$ cat config.mk
export PLATFORM = sky130hd
export DESIGN_NAME = vec_swizzle_unit
export DESIGN_NICKNAME = d
export VERILOG_FILES = /design/src/rtl/swz_pkg.sv /design/src/rtl/swz_lane.sv /design/src/rtl/swz_operand.sv /design/src/rtl/vec_swizzle_unit.sv
export SDC_FILE = /design/constraint.sdc
export NUM_CORES = 1
export LEC_CHECK = 0
export BUFFER_PORTS_ARGS = -buffer_cell sky130_fd_sc_hd__buf_2
export CELL_PAD_IN_SITES_DETAIL_PLACEMENT = 1
export CELL_PAD_IN_SITES_GLOBAL_PLACEMENT = 1
export CORE_MARGIN = 4
export CORE_UTILIZATION = 29
export CTS_BUF_LIST = sky130_fd_sc_hd__clkbuf_8
export DETAILED_ROUTE_END_ITERATION = 8
export PLACE_DENSITY = 0.6
export SLEW_MARGIN = 15
export SYNTH_ARGS = -nofsm -noshare
export SYNTH_HDL_FRONTEND = slang
export SYNTH_HIERARCHICAL = 1
export SYNTH_SLANG_ARGS = --single-unit
$ cat constraint.sdc
create_clock -name clk -period 0.8 [get_ports clk]
set_input_delay 0.16 -clock clk [delete_from_list [all_inputs] [get_ports clk]]
set_output_delay 0.16 -clock clk [all_outputs]
set_load 0.02 [all_outputs]
$ cat src/rtl/swz_pkg.sv
package swz_pkg;
  localparam int unsigned ELEM_W = 32;
  localparam int unsigned LANES  = 4;

  // Constant code table: 0.0, 1.0, -1.0, 0.5
  function automatic logic [31:0] const_word(input logic [1:0] code);
    logic [31:0] w;
    case (code)
      2'd0:    w = 32'h0000_0000;
      2'd1:    w = 32'h3F80_0000;
      2'd2:    w = 32'hBF80_0000;
      default: w = 32'h3F00_0000;
    endcase
    return w;
  endfunction
endpackage

$ cat src/rtl/swz_lane.sv
module swz_lane #(
  parameter int unsigned EW       = 32,
  parameter int unsigned NL       = 4,
  parameter int unsigned LANE_IDX = 0,
  localparam int unsigned SW      = $clog2(NL),
  localparam int unsigned VW      = $clog2(NL + 1)
) (
  input  logic [NL*EW-1:0] src_i,
  input  logic [SW-1:0]    sel_i,
  input  logic             wen_i,
  input  logic             cst_i,
  input  logic [VW-1:0]    vlen_i,
  input  logic [EW-1:0]    prior_i,
  output logic [EW-1:0]    res_o
);
  logic [EW-1:0] elems [NL];
  logic          lane_live;

  for (genvar j = 0; j < NL; j++) begin : g_unpack
    assign elems[j] = src_i[j*EW +: EW];
  end

  assign lane_live = (VW'(LANE_IDX) < vlen_i) && wen_i;

  always_comb begin
    res_o = prior_i;
    if (lane_live) begin
      if (cst_i)
        res_o = EW'(swz_pkg::const_word(2'(sel_i)));
      else if (VW'(sel_i) < vlen_i)
        res_o = elems[sel_i];
      else
        res_o = '0;
    end
  end
endmodule

$ cat src/rtl/swz_operand.sv
module swz_operand #(
  parameter int unsigned EW  = 32,
  parameter int unsigned NL  = 4,
  localparam int unsigned SW = $clog2(NL),
  localparam int unsigned FW = SW + 1,
  localparam int unsigned CW = NL * FW,
  localparam int unsigned VW = $clog2(NL + 1)
) (
  input  logic [NL*EW-1:0] src_i,
  input  logic [CW-1:0]    ctl_i,
  input  logic [NL-1:0]    cst_i,
  input  logic [VW-1:0]    vlen_i,
  input  logic [NL*EW-1:0] prior_i,
  output logic [NL*EW-1:0] res_o
);
  for (genvar k = 0; k < NL; k++) begin : g_lane
    swz_lane #(.EW(EW), .NL(NL), .LANE_IDX(k)) lane_i (
      .src_i  (src_i),
      .sel_i  (ctl_i[k*FW +: SW]),
      .wen_i  (ctl_i[k*FW + SW]),
      .cst_i  (cst_i[k]),
      .vlen_i (vlen_i),
      .prior_i(prior_i[k*EW +: EW]),
      .res_o  (res_o[k*EW +: EW])
    );
  end
endmodule

$ cat src/rtl/vec_swizzle_unit.sv
module vec_swizzle_unit #(
  parameter int unsigned EW  = swz_pkg::ELEM_W,
  parameter int unsigned NL  = swz_pkg::LANES,
  localparam int unsigned SW = $clog2(NL),
  localparam int unsigned CW = NL * (SW + 1),
  localparam int unsigned VW = $clog2(NL + 1),
  localparam int unsigned DW = NL * EW
) (
  input  logic          clk,
  input  logic          rst_n,
  input  logic          in_valid_i,
  input  logic [VW-1:0] vlen_i,
  input  logic [DW-1:0] src_a_i,
  input  logic [DW-1:0] src_b_i,
  input  logic [CW-1:0] ctl_a_i,
  input  logic [CW-1:0] ctl_b_i,
  input  logic [NL-1:0] cst_a_i,
  input  logic [NL-1:0] cst_b_i,
  input  logic [DW-1:0] prior_i,
  output logic [DW-1:0] out_a_o,
  output logic [DW-1:0] out_b_o,
  output logic          out_valid_o
);
  logic [DW-1:0] swz_a, swz_b;
  logic [DW-1:0] a_q, a_d, b_q, b_d;
  logic          v_q, v_d;

  swz_operand #(.EW(EW), .NL(NL)) op_a_i (
    .src_i(src_a_i), .ctl_i(ctl_a_i), .cst_i(cst_a_i),
    .vlen_i(vlen_i), .prior_i(prior_i), .res_o(swz_a)
  );

  swz_operand #(.EW(EW), .NL(NL)) op_b_i (
    .src_i(src_b_i), .ctl_i(ctl_b_i), .cst_i(cst_b_i),
    .vlen_i(vlen_i), .prior_i(prior_i), .res_o(swz_b)
  );

  // Next-state: load on strobe, otherwise hold
  always_comb begin
    a_d = a_q;
    b_d = b_q;
    v_d = in_valid_i;
    if (in_valid_i) begin
      a_d = swz_a;
      b_d = swz_b;
    end
  end

  always_ff @(posedge clk or negedge rst_n) begin
    if (!rst_n) begin
      a_q <= '0;
      b_q <= '0;
      v_q <= 1'b0;
    end else begin
      a_q <= a_d;
      b_q <= b_d;
      v_q <= v_d;
    end
  end

  assign out_a_o     = a_q;
  assign out_b_o     = b_q;
  assign out_valid_o = v_q;


  valid_rise_chk: assert property (@(posedge clk) disable iff (!rst_n)
    in_valid_i |=> out_valid_o);

  valid_drop_chk: assert property (@(posedge clk) disable iff (!rst_n)
    !in_valid_i |=> !out_valid_o);

  hold_chk: assert property (@(posedge clk) disable iff (!rst_n)
    !in_valid_i |=> ($stable(out_a_o) && $stable(out_b_o)));

  mask_off_chk: assert property (@(posedge clk) disable iff (!rst_n)
    (in_valid_i && !ctl_a_i[SW]) |=> out_a_o[EW-1:0] == $past(prior_i[EW-1:0]));

  top_lane_pass_chk: assert property (@(posedge clk) disable iff (!rst_n)
    (in_valid_i && vlen_i < VW'(NL)) |=> out_b_o[DW-1 -: EW] == $past(prior_i[DW-1 -: EW]));
endmodule

# Word level (Yosys, flattened, before mapping)
# Index checks and enable logic that the tools add are counted.
[op_classes]
n_addsub = 0
bitwise_logic = 8
n_eq_ne = 16
reduce_logical = 16
n_lt_le_gt_ge = 20
mux = 56
n_div = 0
shifts = 0
mul = 0
[ops]
columns = ["op", "count"]
rows = [
  ["$mux 32", 40],
  ["$pmux 32 s3", 8],
  ["$bmux 32 s2", 8],
  ["$ge 3x3->1 const B", 8],
  ["$lt 2x3->1", 8],
  ["$not 2->3", 8],
  ["$eq 2x1->1 const B", 8],
  ["$eq 2x2->1 const B", 8],
  ["$logic_not 2->1", 8],
  ["$logic_and 1x1->1", 8],
  ["$lt 1x3->1 const A", 2],
  ["$lt 2x3->1 const A", 2],
]
[word_totals]
word_cells = 119
romBits = 0
latch_bits = 0
mem_count = 0
output_inout_bits = 257
ramBits = 0
ff_bits = 257
inputBits = 422

# Depth between registers and ports, before layout
# Gate-level depths: netlist (run 1).
[depth]
word_depth = 7
ltp_mapped = 9
ltp_nobuf = 7

# Hierarchy
# Netlist (run 1), hierarchy kept.
[by_module_without_submodules]
columns = ["mod", "n_inst", "seq_area_each_um2", "area_per_inst_um2", "cells_per_inst"]
rows = [
  ["vec_swizzle_unit", 1, 6431.2, 9619.2, 541],
  ["swz_lane at op_a_i.g_lane[2].lane_i ...", 2, 0.0, 1282.5, 110],
  ["swz_lane at op_a_i.g_lane[0].lane_i ...", 2, 0.0, 1280.0, 94],
  ["swz_lane at op_a_i.g_lane[3].lane_i ...", 2, 0.0, 1256.2, 105],
  ["swz_lane at op_a_i.g_lane[1].lane_i ...", 2, 0.0, 1209.9, 95],
]

# Worst setup path before layout (run 1)
# OpenSTA, ideal clock, no wires.
[synth_timing]
path_kind = "in2reg"
startpoint = "in ctl_a_i[1]"
endpoint = "reg a_q[23], in the netlist out_a_o[23]"
required_time_ns = 0.675
setup_slack_ns = -0.938
n_path_buf = 2
setup_ns = 0.125
arrival_time_ns = 1.613
cell_stages = 8
cell_sequence = "clkbuf_1 -> clkbuf_1 -> inv_1 -> ha_1 -> nand2_1 -> nor2_1 -> a221o_1 -> mux2_2"
[synth_between]
elab_chain_len = 7
word_cells_on_any_way = 12
classes_between = "1 x order compare; 2 x eq/ne; 7 x mux; 1 x bitwise; 1 x reduce/logical"
[synth_lines]
columns = ["item", "line_no", "text"]
rows = [
  ["start, declared", "vec_swizzle_unit.sv:15", "input logic [CW-1:0] ctl_a_i,"],
  ["$not 2->3 (implied by the code)", "swz_lane.sv:31", "res_o = elems[sel_i];"],
  ["$bmux 32 s2", "swz_lane.sv:31", ""],
  ["$mux 32 (implied by the code) (2 in series)", "swz_lane.sv:31", ""],
  ["$mux 32", "swz_lane.sv:30", "else if (VW'(sel_i) < vlen_i)"],
  ["$mux 32 *", "swz_lane.sv:28", "if (cst_i)"],
  ["$mux 32 *", "swz_lane.sv:27", "if (lane_live) begin"],
  ["named net swz_a[23]", "vec_swizzle_unit.sv:24", "logic [DW-1:0] swz_a, swz_b;"],
  ["end signal, assigned", "vec_swizzle_unit.sv:51", "a_q <= '0;"],
  ["end signal, assigned", "vec_swizzle_unit.sv:55", "a_q <= a_d;"],
  ["end, declared", "vec_swizzle_unit.sv:25", "logic [DW-1:0] a_q, a_d, b_q, b_d;"],
]
# Mark *: on every way through the listed nets, which the timed path passes. The rest lies on a longest branch. The select of a mux whose other input is x is not followed.
# A chain may end at the register's enable or synchronous reset.

# Worst setup path in the final report (run 1)
[layout_timing]
startpoint = "reg a_q[13], in the netlist out_a_o[13]"
endpoint = "out out_a_o[13]"
[layout_lines]
columns = ["item", "line_no", "text"]
rows = [
  ["end, declared", "vec_swizzle_unit.sv:20", "output logic [DW-1:0] out_a_o,"],
]
# No word-level cell between the ends.

==> metrics.txt, run 1 <==
# TYPE chip_impl_metric gauge
chip_impl_info{name="outcome",value="finished with violations"} 1
chip_impl_info{name="violations",value="hold timing, setup timing"} 1
chip_impl_metric{name="static-leakage-power",unit="nW"} 14.75
chip_impl_metric{name="die_width",unit="microns"} 268.5
chip_impl_metric{name="clock_power_share",unit="%"} 28.8
chip_impl_metric{name="synthArstFlopShare",unit="%"} 100.0
chip_impl_info{name="critPathSlowestCell",value="sky130_fd_sc_hd__dfrtp_2"} 1
chip_impl_metric{name="post-route-worst-setup-slack",unit="ns"} -0.6158
chip_impl_info{name="setup.worst_path.start_class",value="flop"} 1
chip_impl_metric{name="clock-skew-final",unit="ns"} 0
chip_impl_metric{name="synth_sequential_area_ratio",unit="%"} 32.68
chip_impl_metric{name="numCtsBuffers",unit=""} 54
chip_impl_metric{name="synth-edff-count",unit=""} 0
chip_impl_metric{name="final.min_clock_period",unit="ns"} 1.416
chip_impl_metric{name="slowest_delay",unit="ns"} 0.45
chip_impl_metric{name="pre_cts_slack",unit="ns"} -1.370
chip_impl_metric{name="num-fill-cells",unit=""} 6823
chip_impl_info{name="tritoncts_clock_tree",value="done"} 1
chip_impl_metric{name="timing.max_slew.rel_slack",unit="%"} 52.69
chip_impl_metric{name="syn_to_final_growth",unit="%"} 65.29
chip_impl_metric{name="critical_path.max_fanout",unit=""} 2
chip_impl_info{name="ctsRootBufferMaster",value="sky130_fd_sc_hd__clkbuf_8"} 1
chip_impl_metric{name="grt_max_degree",unit=""} 30
chip_impl_metric{name="wirelength",unit="microns"} 114900
chip_impl_metric{name="highest_achievable_clock_rate",unit="MHz"} 706.3
chip_impl_metric{name="std_cell_rows",unit=""} 95
chip_impl_metric{name="timing.max_cap.violations",unit=""} 0
chip_impl_metric{name="portion_of_total_power_attributed_to_combinational_logic",unit="%"} 41.2
chip_impl_metric{name="antenna_violations_before_repair",unit=""} 26
chip_impl_metric{name="yosys_warnings",unit=""} 6
chip_impl_metric{name="port-buffer-count",unit=""} 678
chip_impl_metric{name="via_per_inst",unit=""} 5.815
chip_impl_metric{name="period_utilization",unit="%"} 177.0
chip_impl_metric{name="power_frac_seq",unit="%"} 30.0
chip_impl_info{name="ys_dominant_reg_cell",value="sky130_fd_sc_hd__dfrtp_1"} 1
chip_impl_metric{name="syn-num-nets",unit=""} 1793
chip_impl_metric{name="post_route_cells_drive_above_1_share",unit="%"} 71.20
chip_impl_metric{name="floorplan.initialDensity",unit="%"} 29.30
chip_impl_metric{name="cp.buffers_inverters",unit=""} 1
chip_impl_metric{name="cts_max_level",unit=""} 2
chip_impl_metric{name="final-hold-violation-count",unit=""} 20
chip_impl_metric{name="sw_frac_of_total",unit="%"} 34.53
chip_impl_metric{name="setup-tns-final",unit="ns"} -240.35
chip_impl_metric{name="power.internal",unit="mW"} 36.00
chip_impl_metric{name="insertion_delay",unit="ns"} 0.64
chip_impl_info{name="worstPathCellList",value="buf_6"} 1
chip_impl_metric{name="synthesis.instances",unit=""} 1349
chip_impl_metric{name="dp_hpwl",unit="microns"} 82240
chip_impl_metric{name="worst_voltage_drop_across_the_vdd_grid",unit="V"} 0.001159
chip_impl_metric{name="register_bit_count_reported_by_yosys",unit=""} 257
chip_impl_metric{name="worstPathArrival",unit="ns"} 1.26
chip_impl_metric{name="p_sw",unit="mW"} 18.99
chip_impl_metric{name="clkTransAtPathRegs",unit="ns"} 0.07
chip_impl_metric{name="num_io_pins",unit=""} 679
chip_impl_metric{name="total_power_per_unit_cell_area",unit="nW/um^2"} 1691
chip_impl_metric{name="dieHeight",unit="microns"} 268.5
chip_impl_metric{name="clockBufferDepth",unit=""} 3
chip_impl_info{name="rsz_0062_raised_after_global_routing",value="true"} 1
chip_impl_metric{name="hold-worst-slack",unit="ns"} -0.07901
chip_impl_metric{name="final-instance-count-excl-fill",unit=""} 3353
chip_impl_metric{name="finalMaxSlewViolations",unit=""} 0
chip_impl_metric{name="synth.lib_cells_used.distinct",unit=""} 34
chip_impl_metric{name="placed_cells",unit=""} 2968
chip_impl_metric{name="floorplan_core_area",unit="sq um"} 67160
chip_impl_info{name="mostFrequentLayoutCells",value="sky130_fd_sc_hd__buf_2 (407), sky130_fd_sc_hd__buf_6 (298), sky130_fd_sc_hd__mux4_2 (254), sky130_fd_sc_hd__dfrtp_1 (252), sky130_fd_sc_hd__buf_4 (219)"} 1
chip_impl_metric{name="final_core_utilization",unit="%"} 48.43
chip_impl_info{name="layout_commonest_cell",value="sky130_fd_sc_hd__buf_2"} 1
chip_impl_metric{name="clock_sinks",unit=""} 257
chip_impl_metric{name="finalNetCount",unit=""} 2862
chip_impl_metric{name="grt_use_total",unit="%"} 30.47
chip_impl_info{name="critPathKind",value="flop to primary output"} 1
chip_impl_metric{name="drc",unit=""} 0
chip_impl_metric{name="hold_buffers",unit=""} 114
chip_impl_metric{name="first_global_vias",unit=""} 21270
chip_impl_metric{name="drtAntennaViolNets",unit=""} 0
chip_impl_metric{name="worstMarginPinSlew",unit="ns"} 0.7079
chip_impl_metric{name="cp.required",unit="ns"} 0.64
chip_impl_metric{name="dr.first_iter.drc_count",unit=""} 1449
chip_impl_metric{name="place.gp.congestion",unit=""} 0.9492
chip_impl_metric{name="setup_viol_count_final",unit=""} 513
chip_impl_info{name="setup_crit_end_kind",value="primary output"} 1
chip_impl_metric{name="grt_overflow_total",unit=""} 0
chip_impl_metric{name="postSynthAreaPerCell",unit="sq um"} 14.59
chip_impl_info{name="min-delay-path-class",value="input pin to flop"} 1
chip_impl_metric{name="first_pass_grt_wire_length",unit="microns"} 156600
chip_impl_metric{name="post_synth_instance_area",unit="sq um"} 19680
chip_impl_metric{name="die-area",unit="sq um"} 72080
chip_impl_info{name="cp_top_family",value="flip-flops"} 1
chip_impl_metric{name="firstDrtPassIters",unit=""} 4
chip_impl_metric{name="vias",unit=""} 19500
chip_impl_metric{name="wl_per_cell",unit="microns"} 34.27
[kinds of logic (layout without fill, tap and decap cells)]
| logic type | count (synthesis) | in the layout | share of synthesized area, % |
|---|---|---|---|
| mux | 516 | 516 | 44.54 |
| compound gates | 272 | 274 | 12.32 |
| flops | 257 | 257 | 32.68 |
| buf+inv | 182 | 1288 | 6.524 |
| simple gates | 100 | 101 | 2.531 |
| fa+ha+maj | 22 | 22 | 1.399 |
| other cells | 0 | 22 | 0 |
[state kept, by name, summed over array words and instances (netlist names)]
register     flops
out_b_o        128
out_a_o        128
out_valid_o      1
[layout make-up]
type | instances | area (sq um) | share of cell area (%)
clock inverter | 28 | 235.2 | 0.7233
clock buffer | 68 | 935.9 | 2.878
multi-input combinational | 913 | 13030 | 40.06
antenna | 22 | 55.05 | 0.1693
inverter | 40 | 217.7 | 0.6694
sequential | 257 | 6437 | 19.79
timing repair buffer | 1152 | 10520 | 32.35
tap | 873 | 1092 | 3.359
[cells in the mapped netlist, drive strengths merged (10+ instances only)]
library cell    n  area (sq um)
a211oi         12         90.09
a21oi          16         80.08
a221o          32         320.3
a22o          192          1682
buf            92         945.9
clkbuf         50         187.7
dfrtp         257          6431
ha             22         275.3
inv            40         150.1
mux2          256          2883
mux4          256          5841
nand2          28         105.1
nor2           42         157.7
nor2b          10         62.56
[worst reg2reg max path, delay by kind of cell, from the launching register on]
kind,cells,cell delay (ns)
muxes,1,0.27
DFF,1,0.41
buffers and inverters,2,0.26
[metrics by stage]
step                      power [mW]  instance area [sq um]
after floorplan                25.43                  20400
after global placement         32.97                  25990
after detailed placement       33.29                  25990
after CTS                      54.22                  31960
after global routing           56.84                  32500
final                          54.99                  32520
[routing by layer]
layer  vias to the layer above  wire length [microns]  global-route usage (%)
li1                       7740                      -                       -
met1                     10180                  42810                   36.77
met2                      1248                  55830                   51.75
met3                       317                   9717                   7.656
met4                        12                   6459                   13.68
met5                         -                     73                       0
[final timing paths]
path / from / endpoint / slack (ns) / cells past startpoint
worst min register to register: out_a_o[87] / out_a_o[87] / 0.53 / 1
worst min-delay path: prior_i[61] / out_b_o[61] / -0.08 / 3
max in group asynchronous: rst_n / out_a_o[17] / 0.20 / 4
worst max-delay path: out_a_o[13] / out_a_o[13] / -0.62 / 1
worst max register to register: out_a_o[73] / out_a_o[73] / -0.26 / 3
min in group asynchronous: rst_n / out_b_o[56] / 0.03 / 3
[power by group through the flow]
stage          combinational, mW  clock, mW  sequential (mW)
4_1_cts                     21.7       16.1             16.4
3_3_place_gp                16.8          0             16.2
6_report                    22.6       15.9             16.5
5_1_grt                     23.5       16.7             16.6
2_1_floorplan               7.38          0             18.1
3_5_place_dp                17.1          0             16.2
[what timing repair did]
| item | 4_1_cts | 5_1_grt |
|---|---|---|
| endpoints found under the hold margin | 502 | 26 |
| resized for setup | 718 | 117 |
| buffers inserted | 104 | 49 |
| endpoints found under the setup margin | 513 | 523 |
| cloned | 18 | 0 |
| pin swaps | 132 | 59 |
Power figures use the tool's default switching activity.
==> inputs of run 2 (changes only) <==
--- a/config.mk
+++ b/config.mk
@@ -5,6 +5,7 @@
 export SDC_FILE = /design/constraint.sdc
 export NUM_CORES = 1
 export LEC_CHECK = 0
+export ABC_AREA = 1
 export BUFFER_PORTS_ARGS = -buffer_cell sky130_fd_sc_hd__buf_2
 export CELL_PAD_IN_SITES_DETAIL_PLACEMENT = 1
 export CELL_PAD_IN_SITES_GLOBAL_PLACEMENT = 1
@@ -12,7 +13,7 @@
 export CORE_UTILIZATION = 29
 export CTS_BUF_LIST = sky130_fd_sc_hd__clkbuf_8
 export DETAILED_ROUTE_END_ITERATION = 8
-export PLACE_DENSITY = 0.6
+export PLACE_DENSITY = 0.69
 export SLEW_MARGIN = 15
 export SYNTH_ARGS = -nofsm -noshare
 export SYNTH_HDL_FRONTEND = slang
==> metrics.txt, run 2 <==
# TYPE chip_impl_metric gauge
chip_impl_info{name="rsz_0062_raised_after_global_routing",value="true"} 1
chip_impl_metric{name="final.min_clock_period",unit="ns"} 1.487
chip_impl_metric{name="die-area",unit="sq um"} 79170
chip_impl_metric{name="timing.max_cap.violations",unit=""} 0
chip_impl_info{name="synth_commonest_cells",value="sky130_fd_sc_hd__nand2_1 (1726), sky130_fd_sc_hd__nor2_1 (506), sky130_fd_sc_hd__o21ai_0 (356)"} 1
chip_impl_metric{name="timing.max_slew.rel_slack",unit="%"} 61.54
chip_impl_metric{name="drc",unit=""} 0
chip_impl_metric{name="clock_sinks",unit=""} 257
chip_impl_metric{name="synth_top_cell_area_share",unit="%"} 29.89
chip_impl_metric{name="finalMaxSlewViolations",unit=""} 0
chip_impl_metric{name="grt_use_total",unit="%"} 36.94
chip_impl_metric{name="register_bit_count_reported_by_yosys",unit=""} 257
chip_impl_metric{name="synth_sequential_area_ratio",unit="%"} 29.67
chip_impl_metric{name="drtAntennaViolNets",unit=""} 0
chip_impl_metric{name="post_route_cells_drive_above_1_share",unit="%"} 34.29
chip_impl_metric{name="dr.first_iter.drc_count",unit=""} 2921
chip_impl_info{name="outcome",value="finished with violations"} 1
chip_impl_info{name="netlist.top_cell.by_area",value="sky130_fd_sc_hd__nand2_1"} 1
chip_impl_metric{name="antenna_violations_before_repair",unit=""} 46
chip_impl_metric{name="synthArstFlopShare",unit="%"} 100.0
chip_impl_info{name="synth_most_common_cell",value="sky130_fd_sc_hd__nand2_1"} 1
chip_impl_metric{name="worst_voltage_drop_across_the_vdd_grid",unit="V"} 0.001095
chip_impl_metric{name="cp.required",unit="ns"} 0.64
chip_impl_metric{name="std_cell_rows",unit=""} 99
chip_impl_metric{name="port-buffer-count",unit=""} 678
chip_impl_metric{name="hold-worst-slack",unit="ns"} -0.02166
chip_impl_metric{name="postSynthAreaPerCell",unit="sq um"} 5.847
chip_impl_metric{name="post_synth_instance_area",unit="sq um"} 21670
chip_impl_metric{name="synth.lib_cells_used.distinct",unit=""} 26
chip_impl_metric{name="cp.buffers_inverters",unit=""} 1
chip_impl_metric{name="die_width",unit="microns"} 281.4
chip_impl_metric{name="finalPower",unit="mW"} 56.41
chip_impl_info{name="cp_top_family",value="flip-flops"} 1
chip_impl_info{name="mostFrequentLayoutCells",value="sky130_fd_sc_hd__nand2_1 (1483), sky130_fd_sc_hd__nor2_1 (492), sky130_fd_sc_hd__buf_4 (411), sky130_fd_sc_hd__buf_2 (410), sky130_fd_sc_hd__buf_6 (288)"} 1
chip_impl_info{name="critPathSlowestCell",value="sky130_fd_sc_hd__dfrtp_2"} 1
chip_impl_info{name="violations",value="hold timing, setup timing"} 1
chip_impl_metric{name="clock-skew-final",unit="ns"} 0
chip_impl_metric{name="synth-edff-count",unit=""} 0
chip_impl_metric{name="wl_per_cell",unit="microns"} 26.93
chip_impl_metric{name="grt_max_degree",unit=""} 65
chip_impl_metric{name="setup_viol_count_final",unit=""} 481
chip_impl_info{name="synth.area.top_cells",value="sky130_fd_sc_hd__nand2_1 (30%), sky130_fd_sc_hd__dfrtp_1 (30%), sky130_fd_sc_hd__nor2_1 (8.8%)"} 1
chip_impl_metric{name="dieHeight",unit="microns"} 281.4
chip_impl_metric{name="placement.cell_area",unit="sq um"} 28660
chip_impl_metric{name="num_io_pins",unit=""} 679
chip_impl_metric{name="setup-tns-final",unit="ns"} -208.55
chip_impl_info{name="critPathKind",value="flop to primary output"} 1
chip_impl_metric{name="clkTransAtPathRegs",unit="ns"} 0.07
chip_impl_info{name="ctsRootBufferMaster",value="sky130_fd_sc_hd__clkbuf_8"} 1
chip_impl_metric{name="critical_path.max_fanout",unit=""} 2
chip_impl_info{name="layout_commonest_cell",value="sky130_fd_sc_hd__nand2_1"} 1
chip_impl_metric{name="floorplan_core_area",unit="sq um"} 73450
chip_impl_info{name="setup.worst_path.start_class",value="flop"} 1
chip_impl_metric{name="firstDrtPassIters",unit=""} 8
chip_impl_metric{name="syn_to_final_growth",unit="%"} 68.53
chip_impl_metric{name="vias",unit=""} 32610
chip_impl_metric{name="final-hold-violation-count",unit=""} 4
chip_impl_metric{name="numCtsBuffers",unit=""} 53
chip_impl_metric{name="post-route-worst-setup-slack",unit="ns"} -0.6872
chip_impl_metric{name="synthesis.instances",unit=""} 3707
chip_impl_metric{name="slowest_delay",unit="ns"} 0.47
chip_impl_metric{name="final_core_utilization",unit="%"} 49.72
chip_impl_metric{name="cts_max_level",unit=""} 2
chip_impl_metric{name="via_per_inst",unit=""} 5.493
chip_impl_metric{name="first_global_vias",unit=""} 32470
chip_impl_metric{name="place.gp.congestion",unit=""} 0.9552
chip_impl_metric{name="yosys_warnings",unit=""} 6
chip_impl_metric{name="final_cell_area",unit="sq um"} 36530
chip_impl_metric{name="wirelength",unit="microns"} 159900
chip_impl_info{name="ys_dominant_reg_cell",value="sky130_fd_sc_hd__dfrtp_1"} 1
chip_impl_metric{name="grt_overflow_total",unit=""} 0
chip_impl_metric{name="multiInputGateArea",unit="sq um"} 14550
chip_impl_metric{name="highest_achievable_clock_rate",unit="MHz"} 672.4
chip_impl_metric{name="num-fill-cells",unit=""} 9508
chip_impl_metric{name="syn-num-nets",unit=""} 4153
chip_impl_info{name="tritoncts_clock_tree",value="done"} 1
chip_impl_metric{name="floorplan.initialDensity",unit="%"} 29.51
chip_impl_metric{name="worstMarginPinSlew",unit="ns"} 0.5769
chip_impl_metric{name="dp_hpwl",unit="microns"} 114700
chip_impl_metric{name="period_utilization",unit="%"} 185.9
chip_impl_info{name="worstPathCellList",value="buf_6"} 1
chip_impl_metric{name="worstPathArrival",unit="ns"} 1.33
chip_impl_metric{name="area.sequential",unit="sq um"} 6447
chip_impl_metric{name="first_pass_grt_wire_length",unit="microns"} 218200
chip_impl_metric{name="clockBufferDepth",unit=""} 3
chip_impl_metric{name="static-leakage-power",unit="nW"} 19.36
chip_impl_metric{name="insertion_delay",unit="ns"} 0.67
chip_impl_metric{name="total_power_per_unit_cell_area",unit="nW/um^2"} 1545
chip_impl_info{name="setup_crit_end_kind",value="primary output"} 1
chip_impl_info{name="min-delay-path-class",value="input pin to flop"} 1
chip_impl_metric{name="finalNetCount",unit=""} 5340
run 2: cell type report:
class	instances	share of cell area, %
diodes	43	0.2946
well taps	959	3.285
multi-input cells	3050	39.84
clock inverters	27	0.6920
repair buffers	1393	33.95
flip-flops and latches	257	17.65
inverters	139	1.682
clock buffers	69	2.600
run 2: metal layers:
layer | up-vias | global-route usage [%] | routed length, microns
met5 | - | 0 | 71
met4 | 12 | 24.31 | 13960
met3 | 600 | 7.667 | 13480
met2 | 1872 | 61.49 | 73320
met1 | 15830 | 43.19 | 59030
li1 | 14300 | - | -
run 2: path summary, 6_finish.rpt:
| check | start | to | slack [ns] | cells after the start |
|---|---|---|---|---|
| hold reg to reg | out_b_o[97] | out_b_o[97] | 0.49 | 2 |
| hold / removal | in_valid_i | out_a_o[75] | -0.02 | 4 |
| min in group asynchronous | rst_n | out_b_o[49] | 0.05 | 3 |
| setup / recovery | out_b_o[52] | out_b_o[52] | -0.69 | 1 |
| setup reg to reg | out_b_o[47] | out_b_o[47] | -0.21 | 4 |
| max in group asynchronous | rst_n | out_a_o[76] | 0.08 | 3 |
run 2: report_power, final:
group	internal [mW]	switching (mW)
logic	10.1	13.7
clock network	9.31	7.33
registers	14.5	1.51
total	33.8	22.6
run 2: stage by stage:
step / hold WS (ns) / instances / setup WS, ns
floorplan: -0.1356 / 3707 / -0.4858
global placement: -0.01775 / 5441 / -1.027
detailed placement: -0.01803 / 5441 / -1.078
CTS: -0.06627 / 5795 / -0.7145
global route: -0.01498 / 5925 / -0.7188
finish: -0.02166 / 5937 / -0.6872
run 2: cells by family after synthesis:
group                      count (synthesis)  synth area share [%]
and+or+nand+nor                         2286                 40.47
adders and majority gates                 24                 1.386
DFF                                      257                 29.67
AOI/OAI and AO/OA                        740                 18.54
buffers and inverters                    400                 9.930
run 2: timing repair:
item                                    CTS  global route
buffers inserted                         75           108
endpoints found under the setup margin  466           513
pin swaps                                70           163
gates resized for setup                 628           355
hold endpoints to repair                503             0
hold buffers                            171             0
gates cloned                             12             6
